[config.mk]
export PLATFORM = sky130hd
export DESIGN_NAME = audio_glob_ctrl
export DESIGN_NICKNAME = d
export VERILOG_FILES = /design/src/rtl/audio_glob_ctrl.sv
export SDC_FILE = /design/constraint.sdc
export NUM_CORES = 1
export LEC_CHECK = 0
export BUFFER_PORTS_ARGS = -buffer_cell sky130_fd_sc_hd__buf_4
export CAP_MARGIN = 5
export CORE_ASPECT_RATIO = 0.5
export CORE_MARGIN = 2
export CORE_UTILIZATION = 47
export CTS_CLUSTER_SIZE = 8
export DETAILED_ROUTE_END_ITERATION = 10
export PLACE_DENSITY = 0.79
export SKIP_CTS_REPAIR_TIMING = 1
export SYNTH_ARGS = -nofsm -noshare
export SYNTH_HDL_FRONTEND = slang
export SYNTH_SLANG_ARGS = --single-unit
[constraint.sdc]
create_clock -name clk -period 2.32 [get_ports clk]
set_input_delay 0.116 -clock clk [delete_from_list [all_inputs] [get_ports clk]]
set_output_delay 0.116 -clock clk [all_outputs]
set_load 0.02 [all_outputs]
[src/rtl/audio_glob_ctrl.sv]
module audio_glob_ctrl #(
  parameter int          AW          = 8,
  parameter logic [31:0] STABLE_MASK = 32'hFFFF_FFF9,
  parameter logic [31:0] STA_RESET   = 32'h0000_0100,
  parameter logic [AW-1:0] CTL_OFS   = 8'h2C,
  parameter logic [AW-1:0] STA_OFS   = 8'h30,
  parameter logic [AW-1:0] SEM_OFS   = 8'h34
) (
  input  logic          clk,
  input  logic          rst_n,
  input  logic          bus_wr,
  input  logic [AW-1:0] bus_addr,
  input  logic [1:0]    bus_size,
  input  logic [31:0]   bus_wdata,
  output logic [31:0]   bus_rdata,
  input  logic [2:0]    ch_run,
  input  logic [2:0]    ch_irq,
  input  logic          irq_ack,
  output logic          cold_active_o,
  output logic          chan_wr_en_o,
  output logic          chan_rst_o,
  output logic          warm_rst_o,
  output logic [2:0]    out_chans_o,
  output logic          irq_o
);
  localparam int WARM_BIT = 2;
  localparam int COLD_BIT = 1;

  logic [31:0] ctl_q;
  logic [7:0]  sem_q;
  logic [2:0]  sta_q;
  logic        cold;
  logic        ctl_wr, sem_wr, warm_ok;

  assign cold    = ~ctl_q[COLD_BIT];
  assign ctl_wr  = bus_wr && bus_addr == CTL_OFS && bus_size == 2'd2;
  assign sem_wr  = bus_wr && bus_addr == SEM_OFS && bus_size == 2'd0 && !cold;
  assign warm_ok = bus_wdata[COLD_BIT] && bus_wdata[WARM_BIT] && ch_run == 3'b000;

  assign cold_active_o = cold;
  assign chan_wr_en_o  = bus_wr && !cold && bus_addr < CTL_OFS;

  always_ff @(posedge clk or negedge rst_n) begin
    if (!rst_n) begin
      ctl_q      <= '0;
      sem_q      <= '0;
      chan_rst_o <= 1'b0;
      warm_rst_o <= 1'b0;
    end else begin
      chan_rst_o <= 1'b0;
      warm_rst_o <= 1'b0;
      if (ctl_wr) begin
        if (!bus_wdata[COLD_BIT]) begin
          ctl_q      <= bus_wdata & STABLE_MASK;
          sem_q      <= '0;
          chan_rst_o <= 1'b1;
        end else if (warm_ok) begin
          ctl_q      <= bus_wdata & ~(32'd1 << WARM_BIT);
          warm_rst_o <= 1'b1;
        end else begin
          ctl_q <= bus_wdata;
        end
      end else if (sem_wr) begin
        sem_q <= bus_wdata[7:0];
      end
    end
  end

  always_ff @(posedge clk or negedge rst_n) begin
    if (!rst_n) begin
      sta_q <= '0;
      irq_o <= 1'b0;
    end else begin
      sta_q <= ch_irq;
      irq_o <= (|ch_irq) & ~irq_ack;
    end
  end

  always_comb begin
    case (ctl_q[21:20])
      2'd1:    out_chans_o = 3'd4;
      2'd2:    out_chans_o = 3'd6;
      default: out_chans_o = 3'd2;
    endcase
  end

  always_comb begin
    bus_rdata = '0;
    if (bus_addr == CTL_OFS)      bus_rdata = ctl_q;
    else if (bus_addr == STA_OFS) bus_rdata = STA_RESET | {24'd0, sta_q, 5'd0};
    else if (bus_addr == SEM_OFS) bus_rdata = {24'd0, sem_q};
  end
endmodule

==> metrics.txt, run 1 <==
Layout area overhead 43.3%; fraction of synthesis flops using an asynchronous set or reset pin 1.00; Setup WS pre-CTS 0.407 ns; most used flip-flop cell after synthesis sky130_fd_sc_hd__dfrtp_1; clock transition time at the flip-flop clock pins of the worst setup and hold paths 0.08 ns; width of the chip 98.4 microns; sort of element at the end of the critical path output port; Final Routed Wirelength 4890 microns; number of storage elements in the synthesis netlist 46; met3 Usage GRT 0.0465; instance count after placement with tap cells included 313; net count of the mapped netlist 219; transition time at the pin with the least slew margin 0.562 ns; arrival time at the worst endpoint 1.77 ns; worst supply voltage drop on vdd 0.000338 V; share of cells above drive strength 1 0.498; number of detailed-route iterations in the first pass 4; mean number of vias per cell 5.12; Max Transition Viols Final 0; Final nets 321; Worst-Skew Late Latency 0.29 ns; Post-Route Setup TNS 0 ns; power density over the cells 487 mW/mm^2; area occupied by registers 0.00115 sq mm; I/O pins 92; number of synthesized flops with an enable pin 0; antenna-violating nets left 0; total cell area at the placement stage 0.00286 sq mm; result of the run completed; type of the worst setup path input pin to output port; maximum clock skew at final layout 0.00110 ns; overall fraction of global-route tracks in use 0.198; number of cells in the finished layout apart from fillers 326; clock period minus final worst setup slack 1.88 ns; routing usage on met2 0.367; area of the multi-input gates 870 sq um; Diodes inserted 0; Worst Hold Margin 0.0317 ns; largest net degree at the start of global routing 47; Row Count 17; leakage power total 1.58 nW; most frequent cell after synthesis sky130_fd_sc_hd__dfrtp_1; final standard cell area without fillers 0.00300 sq mm; Die Outline Area 0.00504 sq mm; sequential area share after synthesis 0.550; final RePlAce weighted congestion 0.772; final worst-path cycle share 0.812; busiest layer in global routing met2; routed length per placed instance 15.0 microns; met1 Use GR 0.226; starting density of the core 0.482; via total after detailed routing 1,668; mean cell area of the mapped netlist 12.6 sq um; H-tree level count 2; data required time at the worst endpoint 2.20 ns; Port Buffer Count 90; ranking of synthesized cells by instance count sky130_fd_sc_hd__dfrtp_1 (46), sky130_fd_sc_hd__mux2_2 (25), sky130_fd_sc_hd__and2_1 (22); class of the tightest hold or removal check input pin to flip-flop; number of design-rule violations left by the first detailed-router iteration 62; Clock Tree Root sky130_fd_sc_hd__clkbuf_8; number of synthesis warnings 0; startpoint type of the worst setup path input pin; number of clock sinks 46; cell count after synthesis 166; Die Ht 51.2 microns; number of antenna violations at the first check in global routing 0; total global routing overflow 0; maximum fanout along the worst path 7; post-synthesis cell area 0.00209 sq mm; fill cell instance count of the final layout 324; first-pass GRT wire length 7750 microns; Core Area 0.00434 sq mm; setup repair after global routing missed its margin no; number of buffers on the longest clock path 2; number of global-route vias before repair 1,714; max-cap viol count 0; top post-synthesis cells by area sky130_fd_sc_hd__dfrtp_1 (55%), sky130_fd_sc_hd__mux2_2 (13%), sky130_fd_sc_hd__and2_1 (6.6%); HPWL reported at the end of detailed placement 3520 microns; endpoints failing hold 0; worst-case setup margin in the final layout 0.437 ns; maximum clock rate 531 MHz; worst slew slack as a fraction of its limit 0.624; clock tree from TritonCTS yes; share of the synthesized area in the top cell type 0.550; unique cell type count in the Yosys netlist 28; total setup violations reported at the end of the flow 0; total CTS buffers 5; number of design rule violations left after detail routing 0; largest area contributor in the netlist sky130_fd_sc_hd__dfrtp_1
==> worst paths after layout <==
kind                       slack, ns                    end             startpoint  cells past startpoint
setup reg to reg                0.66   sem_q[1]$_DFFE_PN0P_   ctl_q[1]$_DFFE_PN0P_                      5
hold reg to reg                 0.48  ctl_q[16]$_DFFE_PN0P_  ctl_q[16]$_DFFE_PN0P_                      1
setup / recovery                0.44           bus_rdata[5]            bus_addr[1]                      8
max in group asynchronous       1.57  ctl_q[24]$_DFFE_PN0P_                  rst_n                      2
min in group asynchronous       0.37  ctl_q[13]$_DFFE_PN0P_                  rst_n                      2
hold / removal                  0.03  ctl_q[21]$_DFFE_PN0P_          bus_wdata[21]                      3
==> registers in the layout (all words and copies together), names as in the netlist <==
name	flops
irq_o	1
chan_rst_o	1
sem_q	8
ctl_q	32
sta_q	3
warm_rst_o	1
==> worst max-delay path, stage by stage <==
cell and delay (ns):
sky130_fd_sc_hd__buf_4 0.11, sky130_fd_sc_hd__or4_1 0.58, sky130_fd_sc_hd__buf_4 0.21, sky130_fd_sc_hd__nor3_1 0.28, sky130_fd_sc_hd__buf_4 0.18, sky130_fd_sc_hd__a32oi_1 0.05
sky130_fd_sc_hd__nand2_1 0.11, sky130_fd_sc_hd__buf_4 0.14
==> power breakdown <==
group / internal (mW) / switching (mW)
registers: 0.815 / 0.00675
clock network: 0.240 / 0.264
logic: 0.0788 / 0.0565
==> kinds of logic (layout without fill, tap and decap cells) <==
logic type / Yosys count / after routing / synth area share
simple gates: 57 / 57 / 0.171
flops: 46 / 46 / 0.550
mux: 30 / 30 / 0.161
compound gates: 19 / 19 / 0.0741
buf+inv: 12 / 115 / 0.0359
fa+ha+maj: 1 / 1 / 0.00598
other cells: 1 / 1 / 0.00179
==> layer usage <==
| metal | part of all wire | vias up |
|---|---|---|
| met5 | 0 | - |
| met4 | 0.0020 | 0 |
| met3 | 0.050 | 2 |
| met2 | 0.57 | 54 |
| met1 | 0.38 | 822 |
| li1 | - | 790 |
==> stage by stage <==
step                       util  power (mW)
after floorplan               -       0.869
after global placement    0.658       0.963
after detailed placement  0.658       0.968
after CTS                 0.680        1.47
after global routing      0.691        1.53
final                     0.691        1.46
==> cell usage in the layout, fill, tap and decap left out, drive strengths merged, types with 2 or more instances in the layout <==
cell and n:
nor4 2, mux2 30, o21ai 2, dfrtp 46, a22o 12, nand2 11, nor2 7, clkbuf 6
inv 4, buf 98, dlygate4sd3 5, or4bb 2, nor3 5, and2 22, a32oi 3
==> cell type report <==
cell class              count  area share
clock buffers               6      0.0275
clock inverters             2     0.00417
inverters                   4     0.00500
multi-input cells         108       0.290
flip-flops and latches     46       0.384
well taps                  57      0.0238
repair buffers            103       0.266
(Power assumes the default switching activity.)
==> inputs of run 2 (changes only) <==
==> constraint.sdc (replaced) <==
create_clock -name clk -period 1.8 [get_ports clk]
set_input_delay 0.09 -clock clk [delete_from_list [all_inputs] [get_ports clk]]
set_output_delay 0.09 -clock clk [all_outputs]
set_load 0.02 [all_outputs]
==> run 2 against run 1 <==
Sequential share of layout area is 0.43 points lower. Power is 30% higher. Core utilization is 0.78 points higher. Via count is 0.66% higher. Hold slack worse by 0.014 ns. Flip-flop and latch count stayed put. Final cell count is 0.92% higher. Clock power is 31% higher. Clock-buffer cell count stayed put. Highest routed layer unchanged.
==> metrics.txt, run 2 (synthesized netlist as in run 1, its figures left out) <==
final worst-path cycle share 0.938; width of the chip 98.4 microns (unchanged); number of antenna violations at the first check in global routing 0 (unchanged); largest registers ctl_q (32), sem_q (8), sta_q (3); data required time at the worst endpoint 1.71 ns (-0.49 ns); number of buffers on the longest clock path 2 (unchanged); Clock Tree Root sky130_fd_sc_hd__clkbuf_8; Largest register FFs 32 (unchanged); cell seen most often among critical-path stages sky130_fd_sc_hd__buf_4; fill cell instance count of the final layout 338 (+4.3%); routed length per placed instance 14.9 microns (-0.73%); Switching Fraction 0.228 (+0.00399); Row Count 17 (unchanged); transition time at the pin with the least slew margin 0.581 ns (+0.0193 ns); total global routing overflow 0 (unchanged); worst-path cell chain buf_4, or4_4, buf_4, nor3_1, buf_4, a32oi_1, nand2_1, buf_4; clock tree from TritonCTS yes; maximum clock skew at final layout 0.00278 ns (+0.00168 ns); Layout area overhead 44.9%; starting density of the core 0.482 (unchanged); leakage power total 1.59 nW (+0.73%); type of the worst setup path input pin to output port; number of design-rule violations left by the first detailed-router iteration 41 (-34%); startpoint type of the worst setup path input pin; Internal Pwr Total 1.47 mW (+29%); commonest cells after routing, fill and taps aside sky130_fd_sc_hd__buf_4 (99), sky130_fd_sc_hd__dfrtp_1 (46), sky130_fd_sc_hd__mux2_2 (24), sky130_fd_sc_hd__and2_1 (22), sky130_fd_sc_hd__a22o_1 (12); Core Area 0.00434 sq mm (unchanged); overall fraction of global-route tracks in use 0.200 (+0.00220); Worst-Skew Late Latency 0.29 ns (about the same); endpoints failing hold 0 (unchanged); maximum clock rate 593 MHz; H-tree level count 2 (unchanged); cell family with the largest share of critical-path delay simple AND/OR/NAND/NOR gates; commonest non-fill, non-tap cell in the layout sky130_fd_sc_hd__buf_4; Max stage delay cell, worst path sky130_fd_sc_hd__or4_4; max-cap viol count 0 (unchanged); power density over the cells 626 mW/mm^2 (+29%); class of the tightest hold or removal check input pin to flip-flop; maximum fanout along the worst path 8 (+1); sort of element at the end of the critical path output port; first-pass GRT wire length 7960 microns (+2.7%); clock transition time at the flip-flop clock pins of the worst setup and hold paths 0.09 ns (about the same); arrival time at the worst endpoint 1.60 ns (-0.17 ns); part of the total power dissipated in combinational logic 0.095 (+0.002); final RePlAce weighted congestion 0.820 (+6.3%); clock period minus final worst setup slack 1.69 ns; total CTS buffers 5 (unchanged); Port Buffer Count 90 (unchanged); worst supply voltage drop on vdd 0.000347 V (+2.6%); worst slew slack as a fraction of its limit 0.613 (-0.0115); Worst Hold Margin 0.0174 ns (-0.0143 ns); Final Routed Wirelength 4900 microns (+0.18%); number of design rule violations left after detail routing 0 (unchanged); portion of total power attributed to the clock network 0.347 (+0.002); slowest cell delay on critical path 0.55 ns (-0.03 ns); Diodes inserted 0 (unchanged); Die Ht 51.2 microns (unchanged); Max Transition Viols Final 0 (unchanged); mean number of vias per cell 5.10 (-0.26%); Biggest register ctl_q; via total after detailed routing 1,679 (+0.66%); result of the run completed; worst path buffer plus inverter count 4 (unchanged); Final nets 324 (+0.93%); total setup violations reported at the end of the flow 0 (unchanged); I/O pins 92 (unchanged); Psw 433 uW (+32%); number of cells in the finished layout apart from fillers 329 (+0.92%); number of clock sinks 46 (unchanged); number of detailed-route iterations in the first pass 4 (unchanged); instance count after placement with tap cells included 314 (+0.32%); antenna-violating nets left 0 (unchanged); share of cells above drive strength 1 0.511 (+0.0129); proportion of power drawn by flip-flops and latches 0.558 (-0.005); number of global-route vias before repair 1,708 (-0.35%); Post-Route Setup TNS 0 ns (unchanged); setup repair after global routing missed its margin no; Die Outline Area 0.00504 sq mm (unchanged); largest net degree at the start of global routing 47 (unchanged)
run 2: cell count changes in the layout (fill, tap and decap cells not counted), moves of 2 or more:
cell                            change
sky130_fd_sc_hd__mux2_1             -3
sky130_fd_sc_hd__mux2_4             +4
sky130_fd_sc_hd__dlygate4sd3_1      +2
sky130_fd_sc_hd__buf_4              +2
run 2: final timing paths:
check / from / end / slack, ns / cells past startpoint
worst min-delay path: bus_wdata[17] / ctl_q[17]$_DFFE_PN0P_ / 0.02 / 2
min in group asynchronous: rst_n / ctl_q[12]$_DFFE_PN0P_ / 0.32 / 2
max in group asynchronous: rst_n / chan_rst_o$_DFF_PN0_ / 1.08 / 2
worst max-delay path: bus_addr[1] / bus_rdata[7] / 0.11 / 8
worst min register to register: ctl_q[15]$_DFFE_PN0P_ / ctl_q[15]$_DFFE_PN0P_ / 0.50 / 1
worst max register to register: ctl_q[1]$_DFFE_PN0P_ / sem_q[1]$_DFFE_PN0P_ / 0.16 / 5
run 2: power groups by stage:
| stage | clock network [mW] | registers (mW) | logic (mW) |
|---|---|---|---|
| 6_report | 0.659 | 1.06 | 0.181 |
| 5_1_grt | 0.716 | 1.06 | 0.199 |
| 4_1_cts | 0.680 | 1.06 | 0.170 |
| 3_5_place_dp | 0 | 1.08 | 0.170 |
| 3_3_place_gp | 0 | 1.08 | 0.166 |
| 2_1_floorplan | 0 | 1.08 | 0.0424 |
run 2: worst reg2reg max path: stages (launching register included):
cell,delay [ns]
sky130_fd_sc_hd__dfrtp_1,0.40
sky130_fd_sc_hd__or4bb_1,0.54
sky130_fd_sc_hd__nor4_4,0.18
sky130_fd_sc_hd__buf_4,0.21
sky130_fd_sc_hd__nor2_1,0.06
sky130_fd_sc_hd__o22a_1,0.15
run 2: area by class of cell:
type | count | area, sq um | area share
flip-flops and latches | 46 | 1150 | 0.379
multi-input cells | 108 | 888 | 0.293
repair buffers | 106 | 813 | 0.268
clock buffers | 6 | 82.6 | 0.0272
well taps | 57 | 71.3 | 0.0235
inverters | 4 | 15.0 | 0.00495
clock inverters | 2 | 12.5 | 0.00412
run 2: per-layer routing:
metal | GRT usage | vias up | part of all wire
li1 | - | 801 | -
met3 | 0.0451 | 4 | 0.057
met5 | 0 | - | 0
met2 | 0.372 | 50 | 0.53
met1 | 0.243 | 824 | 0.41
met4 | 0.0479 | 0 | 0.0057
run 2: per-stage QoR:
step                utilization  area (sq um)  setup slack [ns]  power, mW
floorplan                     -          2120            -0.147       1.12
CTS                       0.683          2960             0.104       1.91
finish                    0.699          3030             0.112       1.90
global route              0.699          3030            0.0416       1.98
global placement          0.661          2870           -0.0315       1.24
detailed placement        0.661          2870           -0.0780       1.25
==> inputs of run 3 (changes only) <==
--- a/config.mk
+++ b/config.mk
@@ -7,12 +7,14 @@
 export LEC_CHECK = 0
 export BUFFER_PORTS_ARGS = -buffer_cell sky130_fd_sc_hd__buf_4
 export CAP_MARGIN = 5
+export CELL_PAD_IN_SITES_DETAIL_PLACEMENT = 0
+export CELL_PAD_IN_SITES_GLOBAL_PLACEMENT = 1
 export CORE_ASPECT_RATIO = 0.5
 export CORE_MARGIN = 2
-export CORE_UTILIZATION = 47
+export CORE_UTILIZATION = 36
 export CTS_CLUSTER_SIZE = 8
 export DETAILED_ROUTE_END_ITERATION = 10
-export PLACE_DENSITY = 0.79
+export PLACE_DENSITY_LB_ADDON = 0.1
 export SKIP_CTS_REPAIR_TIMING = 1
 export SYNTH_ARGS = -nofsm -noshare
 export SYNTH_HDL_FRONTEND = slang
==> run 3 against run 2 <==
Global-route usage down 4.6 points. Final cell count is 4.6% higher. Power increased by 12%. Sequential share of layout area decreased by 1.0 points. First-iteration DRC count rose by 51%. Via count down 4.1%. Critical path depth down 1. Sequential power hardly changed. Clock skew is 0.0012 ns higher. Register-to-register slack better by 0.05 ns. Die area up 29%. Critical endpoint is now bus_rdata[1]. Highest routed layer unchanged.
==> metrics.txt, run 3 (synthesized netlist as in run 1, its figures left out) <==
result of the run completed; Setup WS pre-CTS -0.0931 ns (-0.0150 ns); starting density of the core 0.378 (-0.105); Biggest register ctl_q; first-pass GRT wire length 7840 microns (-1.5%); max-cap viol count 0 (unchanged); I/O pins 92 (unchanged); commonest non-fill, non-tap cell in the layout sky130_fd_sc_hd__buf_4; fill cell instance count of the final layout 477 (+41%); routed length per placed instance 14.1 microns (-5.5%); number of detailed-route iterations in the first pass 4 (unchanged); width of the chip 112 microns (+14%); total global routing overflow 0 (unchanged); number of design-rule violations left by the first detailed-router iteration 62 (+51%); Final Routed Wirelength 4840 microns (-1.2%); final RePlAce weighted congestion 0.717 (-13%); worst slew slack as a fraction of its limit 0.615 (+0.00210); Die Outline Area 0.00648 sq mm (+29%); number of cells in the finished layout apart from fillers 344 (+4.6%); cell seen most often among critical-path stages sky130_fd_sc_hd__buf_4; total setup violations reported at the end of the flow 0 (unchanged); Diodes inserted 0 (unchanged); total CTS buffers 5 (unchanged); worst-case setup margin in the final layout 0.0994 ns (-0.0128 ns); total power draw 2.13 mW (+12%); clock transition time at the flip-flop clock pins of the worst setup and hold paths 0.06 ns (-0.03 ns); number of clock sinks 46 (unchanged); startpoint type of the worst setup path input pin; mean number of vias per cell 4.68 (-8.2%); Max stage delay cell, worst path sky130_fd_sc_hd__or4_4; Core Area 0.00554 sq mm (+28%); Worst-Skew Late Latency 0.28 ns (about the same); critical register-to-register path startpoint ctl_q[1]$_DFFE_PN0P_; endpoints failing hold 0 (unchanged); maximum clock skew at final layout 0.00397 ns (+0.00119 ns); clock tree from TritonCTS yes; commonest cells after routing, fill and taps aside sky130_fd_sc_hd__buf_4 (98), sky130_fd_sc_hd__dfrtp_1 (46), sky130_fd_sc_hd__mux2_2 (24), sky130_fd_sc_hd__and2_1 (22), sky130_fd_sc_hd__a22o_1 (12); Max Transition Viols Final 0 (unchanged); antenna-violating nets left 0 (unchanged); setup repair after global routing missed its margin no; clock period minus final worst setup slack 1.70 ns (+0.0128 ns); Row Count 19 (+2); overall fraction of global-route tracks in use 0.155 (-0.0459); largest net degree at the start of global routing 47 (unchanged); Worst Hold Margin 0.0258 ns (+0.00843 ns); Layout area overhead 49.0%; via total after detailed routing 1,611 (-4.1%); arrival time at the worst endpoint 1.61 ns (about the same); final worst-path cycle share 0.945 (+0.00713); worst-path cell chain buf_4, or4_4, buf_4, nor2_2, buf_12, a22o_1, buf_4; Clock Tree Root sky130_fd_sc_hd__clkbuf_16; start point of the critical path bus_addr[1]; Final nets 323 (-0.31%); data required time at the worst endpoint 1.71 ns (about the same); startpoint of the worst hold path bus_wdata[27]; sort of element at the end of the critical path output port; worst supply voltage drop on vdd 0.000451 V (+30%); type of the worst setup path input pin to output port; number of design rule violations left after detail routing 0 (unchanged); H-tree level count 2 (unchanged); number of global-route vias before repair 1,616 (-5.4%); number of buffers on the longest clock path 2 (unchanged); Die Ht 57.9 microns (+13%); class of the tightest hold or removal check input pin to flip-flop; maximum clock rate 588 MHz (-0.75%); largest registers ctl_q (32), sem_q (8), sta_q (3); power density over the cells 683 mW/mm^2 (+9.0%); Largest register FFs 32 (unchanged); leakage power total 1.62 nW (+1.6%); HPWL reported at the end of detailed placement 3470 microns; instance count after placement with tap cells included 331 (+5.4%); share of cells above drive strength 1 0.517 (+0.00558); transition time at the pin with the least slew margin 0.578 ns (-0.00315 ns); maximum fanout along the worst path 21 (+13); Port Buffer Count 90 (unchanged); slowest cell delay on critical path 0.55 ns (about the same); number of antenna violations at the first check in global routing 0 (unchanged)
## run 3: cell count changes in the layout (fill, tap and decap cells not counted), moves of 2 or more
cell / previous run / this run
sky130_fd_sc_hd__buf_12: 0 / 2
sky130_fd_sc_hd__clkbuf_16: 0 / 5
sky130_fd_sc_hd__clkbuf_8: 6 / 0
sky130_fd_sc_hd__dlygate4sd3_1: 7 / 5
## run 3: cell type report
| class | count | area, sq um | share of cell area |
|---|---|---|---|
| clock buffer | 6 | 129 | 0.0413 |
| clock inverter | 2 | 13.8 | 0.00441 |
| inverter | 4 | 15.0 | 0.00481 |
| multi-input combinational | 108 | 893 | 0.286 |
| sequential | 46 | 1150 | 0.369 |
| tap | 73 | 91.3 | 0.0293 |
| timing repair buffer | 105 | 826 | 0.265 |
## run 3: where the power goes
| part | switching, mW | internal (mW) | total, mW |
|---|---|---|---|
| clock network | 0.375 | 0.515 | 0.890 |
| logic | 0.0746 | 0.105 | 0.179 |
| registers | 0.00792 | 1.05 | 1.06 |
## run 3: stage by stage
| stage | setup TNS, ns | area (sq um) | utilization |
|---|---|---|---|
| 6_report | 0 | 3120 | 0.563 |
| 5_1_grt | 0 | 3120 | 0.563 |
| 3_5_place_dp | -1.91 | 2920 | 0.527 |
| 4_1_cts | 0 | 3060 | 0.553 |
| 3_3_place_gp | -0.569 | 2920 | 0.527 |
| 2_1_floorplan | -3.40 | 2120 | - |
## run 3: path summary, 6_finish.rpt
path	to	slack [ns]	cells past startpoint
max reg2reg	sem_q[2]$_DFFE_PN0P_	0.21	4
min reg2reg	ctl_q[27]$_DFFE_PN0P_	0.48	1
min	ctl_q[27]$_DFFE_PN0P_	0.03	2
max in group asynchronous	ctl_q[26]$_DFFE_PN0P_	1.04	2
min in group asynchronous	ctl_q[12]$_DFFE_PN0P_	0.35	2
max	bus_rdata[1]	0.1	7
## run 3: worst max-delay path: cells and delay by family
family,cells,cell delay (ns)
AND/OR/NAND/NOR,2,0.73
buffers and inverters,4,0.62
AO/OA/AOI/OAI,1,0.16
## run 3: routing by layer
layer  up-vias  GRT usage  share of wire
met3         2     0.0492          0.066
met2        52      0.268           0.48
li1        794          -              -
met1       763      0.199           0.45
met5         -          0              0
met4         0     0.0212         0.0021
